## src/rtl/gpred_pkg.sv

```systemverilog
// Package: shared counter type, state codes and the saturating step rule
// for the global-history direction predictor.
package gpred_pkg;

    typedef logic [1:0] ctr_t;

    localparam ctr_t CTR_STRONG_NT = 2'b00;
    localparam ctr_t CTR_WEAK_NT   = 2'b01;
    localparam ctr_t CTR_WEAK_T    = 2'b10;
    localparam ctr_t CTR_STRONG_T  = 2'b11;

    // Next counter value for a resolved outcome; sticks at both ends.
    function automatic ctr_t ctr_step(input ctr_t cur, input logic taken);
        ctr_t nxt;
        nxt = cur;
        if (taken && (cur != CTR_STRONG_T))
            nxt = cur + 2'd1;
        else if (!taken && (cur != CTR_STRONG_NT))
            nxt = cur - 2'd1;
        return nxt;
    endfunction

endpackage

```

## src/rtl/gpred_hash.sv

```systemverilog
// Module: gpred_hash
// Forms the table index from the aligned PC field and the global history.
// Assumes the caller has already stripped the alignment bits. History bits
// beyond IDX_W fold back onto the low index bits, so any HIST_W is legal.
module gpred_hash #(
    parameter int IDX_W  = 10,
    parameter int HIST_W = 10
) (
    input  logic [IDX_W-1:0]  pc_field,
    input  logic [HIST_W-1:0] hist,
    output logic [IDX_W-1:0]  index
);

    // Fold every history bit onto index bit (i mod IDX_W).
    always_comb begin
        index = pc_field;
        for (int i = 0; i < HIST_W; i++) begin
            index[i % IDX_W] = index[i % IDX_W] ^ hist[i];
        end
    end

endmodule

```

## src/rtl/gpred_history.sv

```systemverilog
// Module: gpred_history
// Global outcome shift register. Moves only on a resolved update: the new
// outcome enters bit 0 and the oldest bit leaves at the top.
// Assumes HIST_W >= 2.
module gpred_history #(
    parameter int HIST_W = 10
) (
    input  logic              clk,
    input  logic              rst_n,
    input  logic              shift_en,
    input  logic              outcome,
    output logic [HIST_W-1:0] hist_q
);

    // Clear on reset, otherwise shift the outcome in on each update.
    always_ff @(posedge clk) begin
        if (!rst_n)
            hist_q <= '0;
        else if (shift_en)
            hist_q <= {hist_q[HIST_W-2:0], outcome};
    end

endmodule

```

## src/rtl/gpred_table.sv

```systemverilog
// Module: gpred_table
// Array of two-bit saturating counters with one asynchronous read port
// (lookup) and one read-modify-write port (training). A write lands at the
// clock edge, so a same-cycle read of that entry returns the old value.
module gpred_table
    import gpred_pkg::*;
#(
    parameter int IDX_W = 10
) (
    input  logic             clk,
    input  logic             rst_n,
    input  logic [IDX_W-1:0] rd_idx,
    output ctr_t             rd_ctr,
    input  logic             wr_en,
    input  logic [IDX_W-1:0] wr_idx,
    input  logic             wr_taken,
    output ctr_t             wr_old
);

    localparam int DEPTH = 1 << IDX_W;

    ctr_t ctr_q [DEPTH];

    // Combinational reads for lookup and for the training port.
    always_comb begin
        rd_ctr = ctr_q[rd_idx];
        wr_old = ctr_q[wr_idx];
    end

    // Reset all entries to weakly not-taken; train one entry per update.
    always_ff @(posedge clk) begin
        if (!rst_n) begin
            for (int i = 0; i < DEPTH; i++)
                ctr_q[i] <= CTR_WEAK_NT;
        end else if (wr_en) begin
            ctr_q[wr_idx] <= ctr_step(wr_old, wr_taken);
        end
    end

endmodule

```

## src/rtl/gpred_top.sv

```systemverilog
// Module: gpred_top
// Correlating branch direction predictor. The lookup is combinational from
// lk_pc to lk_taken/lk_index. The update uses the index saved at lookup,
// trains that counter and shifts the outcome into the global history.
// Assumes PC_W > ALIGN_W + IDX_W and ALIGN_W >= 1.
module gpred_top
    import gpred_pkg::*;
#(
    parameter int PC_W    = 32,
    parameter int ALIGN_W = 2,
    parameter int IDX_W   = 10,
    parameter int HIST_W  = 10
) (
    input  logic             clk,
    input  logic             rst_n,
    input  logic [PC_W-1:0]  lk_pc,
    output logic             lk_taken,
    output logic [IDX_W-1:0] lk_index,
    input  logic             up_valid,
    input  logic [IDX_W-1:0] up_index,
    input  logic             up_taken
);

    localparam int FIELD_LO = ALIGN_W;
    localparam int FIELD_HI = ALIGN_W + IDX_W - 1;

    logic [IDX_W-1:0]  pc_field;
    logic [HIST_W-1:0] hist_q;
    ctr_t              rd_ctr;
    ctr_t              upd_old;
    logic              unused_pc_bits;

    // Select the aligned PC field; the remaining bits play no part in the index.
    always_comb begin
        pc_field       = lk_pc[FIELD_HI:FIELD_LO];
        unused_pc_bits = ^{lk_pc[PC_W-1:FIELD_HI+1], lk_pc[ALIGN_W-1:0]};
    end

    gpred_hash #(.IDX_W(IDX_W), .HIST_W(HIST_W)) hash_i (
        .pc_field (pc_field),
        .hist     (hist_q),
        .index    (lk_index)
    );

    gpred_history #(.HIST_W(HIST_W)) hist_i (
        .clk      (clk),
        .rst_n    (rst_n),
        .shift_en (up_valid),
        .outcome  (up_taken),
        .hist_q   (hist_q)
    );

    gpred_table #(.IDX_W(IDX_W)) table_i (
        .clk      (clk),
        .rst_n    (rst_n),
        .rd_idx   (lk_index),
        .rd_ctr   (rd_ctr),
        .wr_en    (up_valid),
        .wr_idx   (up_index),
        .wr_taken (up_taken),
        .wr_old   (upd_old)
    );

    // Direction guess is the counter's upper bit.
    always_comb lk_taken = rd_ctr[1];

endmodule

```

## config.mk

```make
export PLATFORM = sky130hd
export DESIGN_NAME = gpred_top
export DESIGN_NICKNAME = d
export VERILOG_FILES = /design/src/rtl/gpred_pkg.sv /design/src/rtl/gpred_hash.sv /design/src/rtl/gpred_history.sv /design/src/rtl/gpred_table.sv /design/src/rtl/gpred_top.sv
export SDC_FILE = /design/constraint.sdc
export NUM_CORES = 2
export LEC_CHECK = 0
export BUFFER_PORTS_ARGS = -buffer_cell sky130_fd_sc_hd__buf_2
export CAP_MARGIN = 20
export CORE_UTILIZATION = 35
export DETAILED_ROUTE_END_ITERATION = 8
export MAX_ROUTING_LAYER = met4
export PLACE_DENSITY = 0.56
export REMOVE_ABC_BUFFERS = 1
export SETUP_SLACK_MARGIN = 0.2
export SLEW_MARGIN = 40
export SYNTH_ARGS = -nofsm -noshare
export SYNTH_HDL_FRONTEND = slang
export SYNTH_SLANG_ARGS = --single-unit
```

## constraint.sdc

```tcl
create_clock -name clk -period 5.8 [get_ports clk]
set_input_delay 0.29 -clock clk [delete_from_list [all_inputs] [get_ports clk]]
set_output_delay 0.29 -clock clk [all_outputs]
set_load 0.02 [all_outputs]
```

# [Word level (Yosys, flattened, before mapping)]
# Memories as Yosys holds them, arrays and structs flattened.
# Index checks and enable logic that the tools add are counted.
[word_totals] register_bits=10 mem_bits_rw=2048 input_bits=46 output_inout_bits=11 elab_cells=31 mem_count=1
[mem_list] name="table_i.ctr_q" depth=1024 word_bits=2 rd=2 rd_clocked_by_memory_dff=0 write_ports=1024 line="gpred_table.sv:22" rtl="ctr_t ctr_q [DEPTH];"
[op_classes] add_sub_neg=2 n_eq_ne=1 muxes=11 n_bitwise=10 reduce_logical=5
[op_table] op="$mux W10" count=1
[op_table] op="$mux W2" count=5
[op_table] op="$xor A1 B1 Y1" count=10
[op_table] op="$mux W1" count=5
[op_table] op="$add A2 B1 Y2 const B" count=1
[op_table] op="$logic_and A1 B1 Y1" count=2
[op_table] op="$ne A2 B2 Y1 const B" count=1
[op_table] op="$reduce_bool A2 Y1" count=1
[op_table] op="$reduce_or A2 Y1" count=1
[op_table] op="$sub A2 B1 Y2 const B" count=1
[op_table] op="$logic_not A1 Y1" count=1

# [Longest topological paths before layout]
# An unclocked memory read counts as a cell.
[depth] word_depth=8 mapped_depth=21 ltp_nobuf=13

# [Hierarchy]
# From an unflattened synthesis, not the netlist that was laid out.
[hier_totals] hier_cells=9324 hier_area_um2=115037.8
[modules_own_cells] module="gpred_table" instances=1 cells_each=9283 area_each_um2=114576.1 seq_area_each_um2=61499.0
[modules_own_cells] module="gpred_history" instances=1 cells_each=31 area_each_um2=374.1 seq_area_each_um2=200.2
[modules_own_cells] module="gpred_hash" instances=1 cells_each=10 area_each_um2=87.6 seq_area_each_um2=0.0

# [Least setup slack after synthesis]
# OpenSTA, ideal clock, no wires.
[synth_timing] path_type="input -> register" start="input up_index[0]" end="memory table_i.ctr_q[109][0] (netlist bit), data pin" setup_time_ns=0.264 t_arrival_ns=4.321 required_time_ns=5.536 path_slack_ns=1.215 stages=20 n_path_buf=8 cell_sequence="buf_2 > buf_2 > buf_2 > buf_2 > mux4_2 > a22oi_1 > a41oi_1 > o31ai_1 > o221ai_2 > nor2_1 > inv_1 > ha_1 > nand2_1 > o21ai_0 > a31oi_1 > buf_2 > buf_2 > buf_4 > buf_2 > o21bai_1"
[synth_rtl] element="start, declared" line="gpred_top.sv:20" rtl="input logic [IDX_W-1:0] up_index,"
[synth_rtl] element="end, declared" line="gpred_table.sv:22"

# [Worst setup path in the final report]
[layout_timing] start="register hist_i.hist_q[2]" end="output lk_taken"
[layout_between] elab_chain_len=2
[layout_rtl] element="start, declared" line="gpred_history.sv:12" rtl="output logic [HIST_W-1:0] hist_q"
[layout_rtl] element="start signal, assigned" line="gpred_history.sv:20" rtl="hist_q <= {hist_q[HIST_W-2:0], outcome};"
[layout_rtl] element="$xor A1 B1 Y1" line="gpred_hash.sv:18" rtl="index[i % IDX_W] = index[i % IDX_W] ^ hist[i];"
[layout_rtl] element="$mem_v2 Z1024 W2"
[layout_rtl] element="end, declared" line="gpred_top.sv:17" rtl="output logic lk_taken,"
# No other way between the ends.

==> run summary <==
In this run the remaining antenna-violating nets after routing total 0. Commonest register cell after synthesis: edfxtp_1. The post-CTS setup-driven buffer insertion count was 0; the required time at the worst-slack endpoint was 5.51 ns. For this configuration, the core starts out at a cell density of 35.3%. Routability-driven placement finished with a final weighted congestion of 0.966.

The run gives 2,058 as the total clock sinks. After synthesis, flip-flops and latches occupy 55.4% of the total area. The run gives 0.120 mm² as the instance area after placement. The total area inside the core boundary comes to 0.316 mm².

The worst path in the final design needs a cycle of 5.56 ns, including I/O delays and setup. The library cells used most frequently in the layout, excluding fill and tap cells, are edfxtp_1 (2,048), o21ai_0 (1,253), mux4_2 (792). Share of flip-flops with an asynchronous set or reset: 0%. The ratio of cells with drive above 1 in the final layout came out at 23.4%. VDD sags by at most 0.295 mV.

Before antenna repair, the detailed router went through 8 iterations. A synthesized cell averages 12.9 µm². In the final routed layout, each cell accounts on average for 36.4 µm.

The number of antenna violations at the first check in global routing is 39. The worst min-delay path class was input pin to flip-flop. The instance count of the mapped netlist was 8,643. The tools report the master cell of the clock root buffer as clkbuf_16. The x dimension of the die is 566 µm, and the maximum buffer depth of the clock tree is 3. 57 I/O pins were placed.

The tools report the routed via count as 87,600. For this run, the post-layout net count is 8,393. The number of global-route vias before repair is 83,300, and the clock latency at the later pin of the worst-skew pair is 0.93 ns. The type of element capturing the critical path is an output pin. Across the routed clock network, the largest skew measured is 0.0579 ns.

Relative to the synthesized area, the layout overhead comes to 14.9%. The remaining max-slew budget at the tightest pin is 32.9%. The tools report the global-route usage over all layers as 28.9%. The die covers 0.321 mm².

The final-report hold violation count was 0. The library cell used most frequently in the layout, excluding fill and tap cells, is edfxtp_1. For this block, the initial DRC count from the detailed router was 15,100.

Setup repair after global routing left no endpoint under its margin. Row generation in the floorplan step produced 206 rows. Dividing the final minimum period by the clock period gives 95.8%. The tool flagged a number of max-cap violations equal to 0. The standby leakage power was 36.4 nW.

The worst setup path category was flip-flop to output pin. Detailed-placement wirelength estimate: 290 mm. Measured along the y axis, the die boundary spans 566 µm. Static timing analysis puts the maximum clock frequency at 180 MHz.

TritonCTS built the clock tree. The number of slew-limit violations in the final report was 0; the number of buffers inserted during clock tree synthesis was 221. Overall power consumption after layout is estimated at 38.4 mW. The highest fanout seen on the critical path came out at 47.

For this design the ratio of total power to cell area is 300 mW/mm². Buffers placed on the I/O ports in this run total 34. The cell area that synthesis handed to floorplanning was 0.111 mm². The first-pass GRT wire length was 644 mm. The post-route standard cell area excluding fillers was 0.128 mm²; the distinct cell type count after synthesis was 59. The setup-violating endpoint count in the final report is 0, and the synthesized flop and latch total is 2,058. The clock transition time at the flip-flop clock pins of the worst setup and hold paths is 0.06 ns. The wire length reported by the detailed router came out at 463 mm. Entering global routing, the biggest net connects 184 pins. Global routing finished with a remaining overflow of 0.

The run finished with clean final reports. At the pin with the least slew margin, the transition time is 1.01 ns. At the worst endpoint, the arrival time is 5.27 ns. The vias per cell works out to 6.88. The synthesized design contains 2,048 enable-type register cells.

The sum of negative setup slack was 0 ns. The worst setup path is launched from a flip-flop. Total DRC errors in the routed layout: 0.

The tools report the H-tree depth as 4. The Yosys step of the flow raised 0 warnings.
## Yosys cell counts, drive strengths merged, types with 153 or more instances
master / instances / area share (%)
a211oi: 499 / 3.4
a21boi: 380 / 2.6
a21oi: 179 / 0.80
a22oi: 288 / 1.9
buf: 381 / 1.7
clkbuf: 893 / 3.0
edfxtp: 2048 / 55
mux4: 792 / 16
nand2: 474 / 1.6
nor2: 487 / 1.6
o211ai: 493 / 3.3
o21ai: 1253 / 5.6
o21bai: 153 / 1.0
## power by group
part	total, mW	switching (mW)	leakage [nW]	internal [mW]
sequential	16.7	0.151	18.0	16.6
combinational	7.10	4.77	14.8	2.33
clock	14.6	6.39	3.54	8.21
## per-stage QoR
stage	setup WS, ns	hold slack (ns)	util (%)	instances
3_5_place_dp	-0.0979	0.539	38.1	12300
2_1_floorplan	-39.06	0.418	-	7369
3_3_place_gp	-0.186	0.536	38.0	12300
4_1_cts	0.225	0.000537	40.5	12700
5_1_grt	0.232	0.00997	40.5	12700
6_report	0.242	0.0396	40.5	12700
## metal layers
layer | vias to the layer above | part of all wire, % | routed length [µm] | global-route usage [%]
met2 | 7190 | 44 | 203000 | 41.6
met1 | 44800 | 36 | 166000 | 36.2
met4 | 0 | 6.9 | 31800 | 17.3
met5 | - | 0 | 0 | -
li1 | 34200 | - | - | -
met3 | 1387 | 14 | 62800 | 8.25
## timing repair
action | in CTS | in global routing
endpoints found under the hold margin | 59 | 0
setup endpoints to repair | 1 | 1
cloned | 0 | 1
gates resized for setup | 12 | 5
hold buffers | 2 | 0
## state kept, by name, indices dropped and copies added (netlist names)
signal and count:
hist_i.hist_q 10, table_i.ctr_q 2048
## final timing paths
| path | start | to | slack [ns] | cells after the start |
|---|---|---|---|---|
| setup / recovery | hist_i.hist_q[2] | lk_taken | 0.24 | 11 |
| hold reg to reg | hist_i.hist_q[9] | hist_i.hist_q[9] | 0.55 | 2 |
| hold / removal | up_valid | hist_i.hist_q[4] | 0.04 | 3 |
| setup reg to reg | table_i.ctr_q[536][0] | table_i.ctr_q[1016][0] | 0.35 | 18 |
## worst max-delay path, stage by stage, from the launching register on
cell and delay [ns]:
dfxtp_1 0.34, xnor2_2 0.31, buf_12 0.35, nor2_2 0.36, buf_4 0.33, a22o_1 0.25, a221oi_2 0.44, o22ai_1 0.17
o31a_1 0.42, o41ai_1 0.53, o22ai_2 0.26, buf_2 0.23
## area by class of cell
type | count | area, µm²
Clock buffer | 263 | 5730
Tap cell | 4160 | 5200
Timing Repair Buffer | 753 | 8410
Multi-Input combinational cell | 5294 | 45200
Antenna cell | 42 | 105
Clock inverter | 148 | 1560
Sequential cell | 2058 | 61700
Inverter | 17 | 83.8
Fill cell | 28900 | 188000
## logic make-up (layout without fill, tap and decap cells)
| family | count (synthesis) | in the layout | share of synthesized area, % |
|---|---|---|---|
| compound gates | 3324 | 3324 | 19.3 |
| xor+xnor | 10 | 10 | 0.0786 |
| fa+ha+maj | 2 | 2 | 0.0225 |
| buf+inv | 1291 | 1181 | 4.77 |
| flops | 2058 | 2058 | 55.4 |
| mux | 822 | 822 | 16.3 |
| other cells | 0 | 42 | 0 |
| simple gates | 1136 | 1136 | 4.18 |
Power figures use the tool's default switching activity.
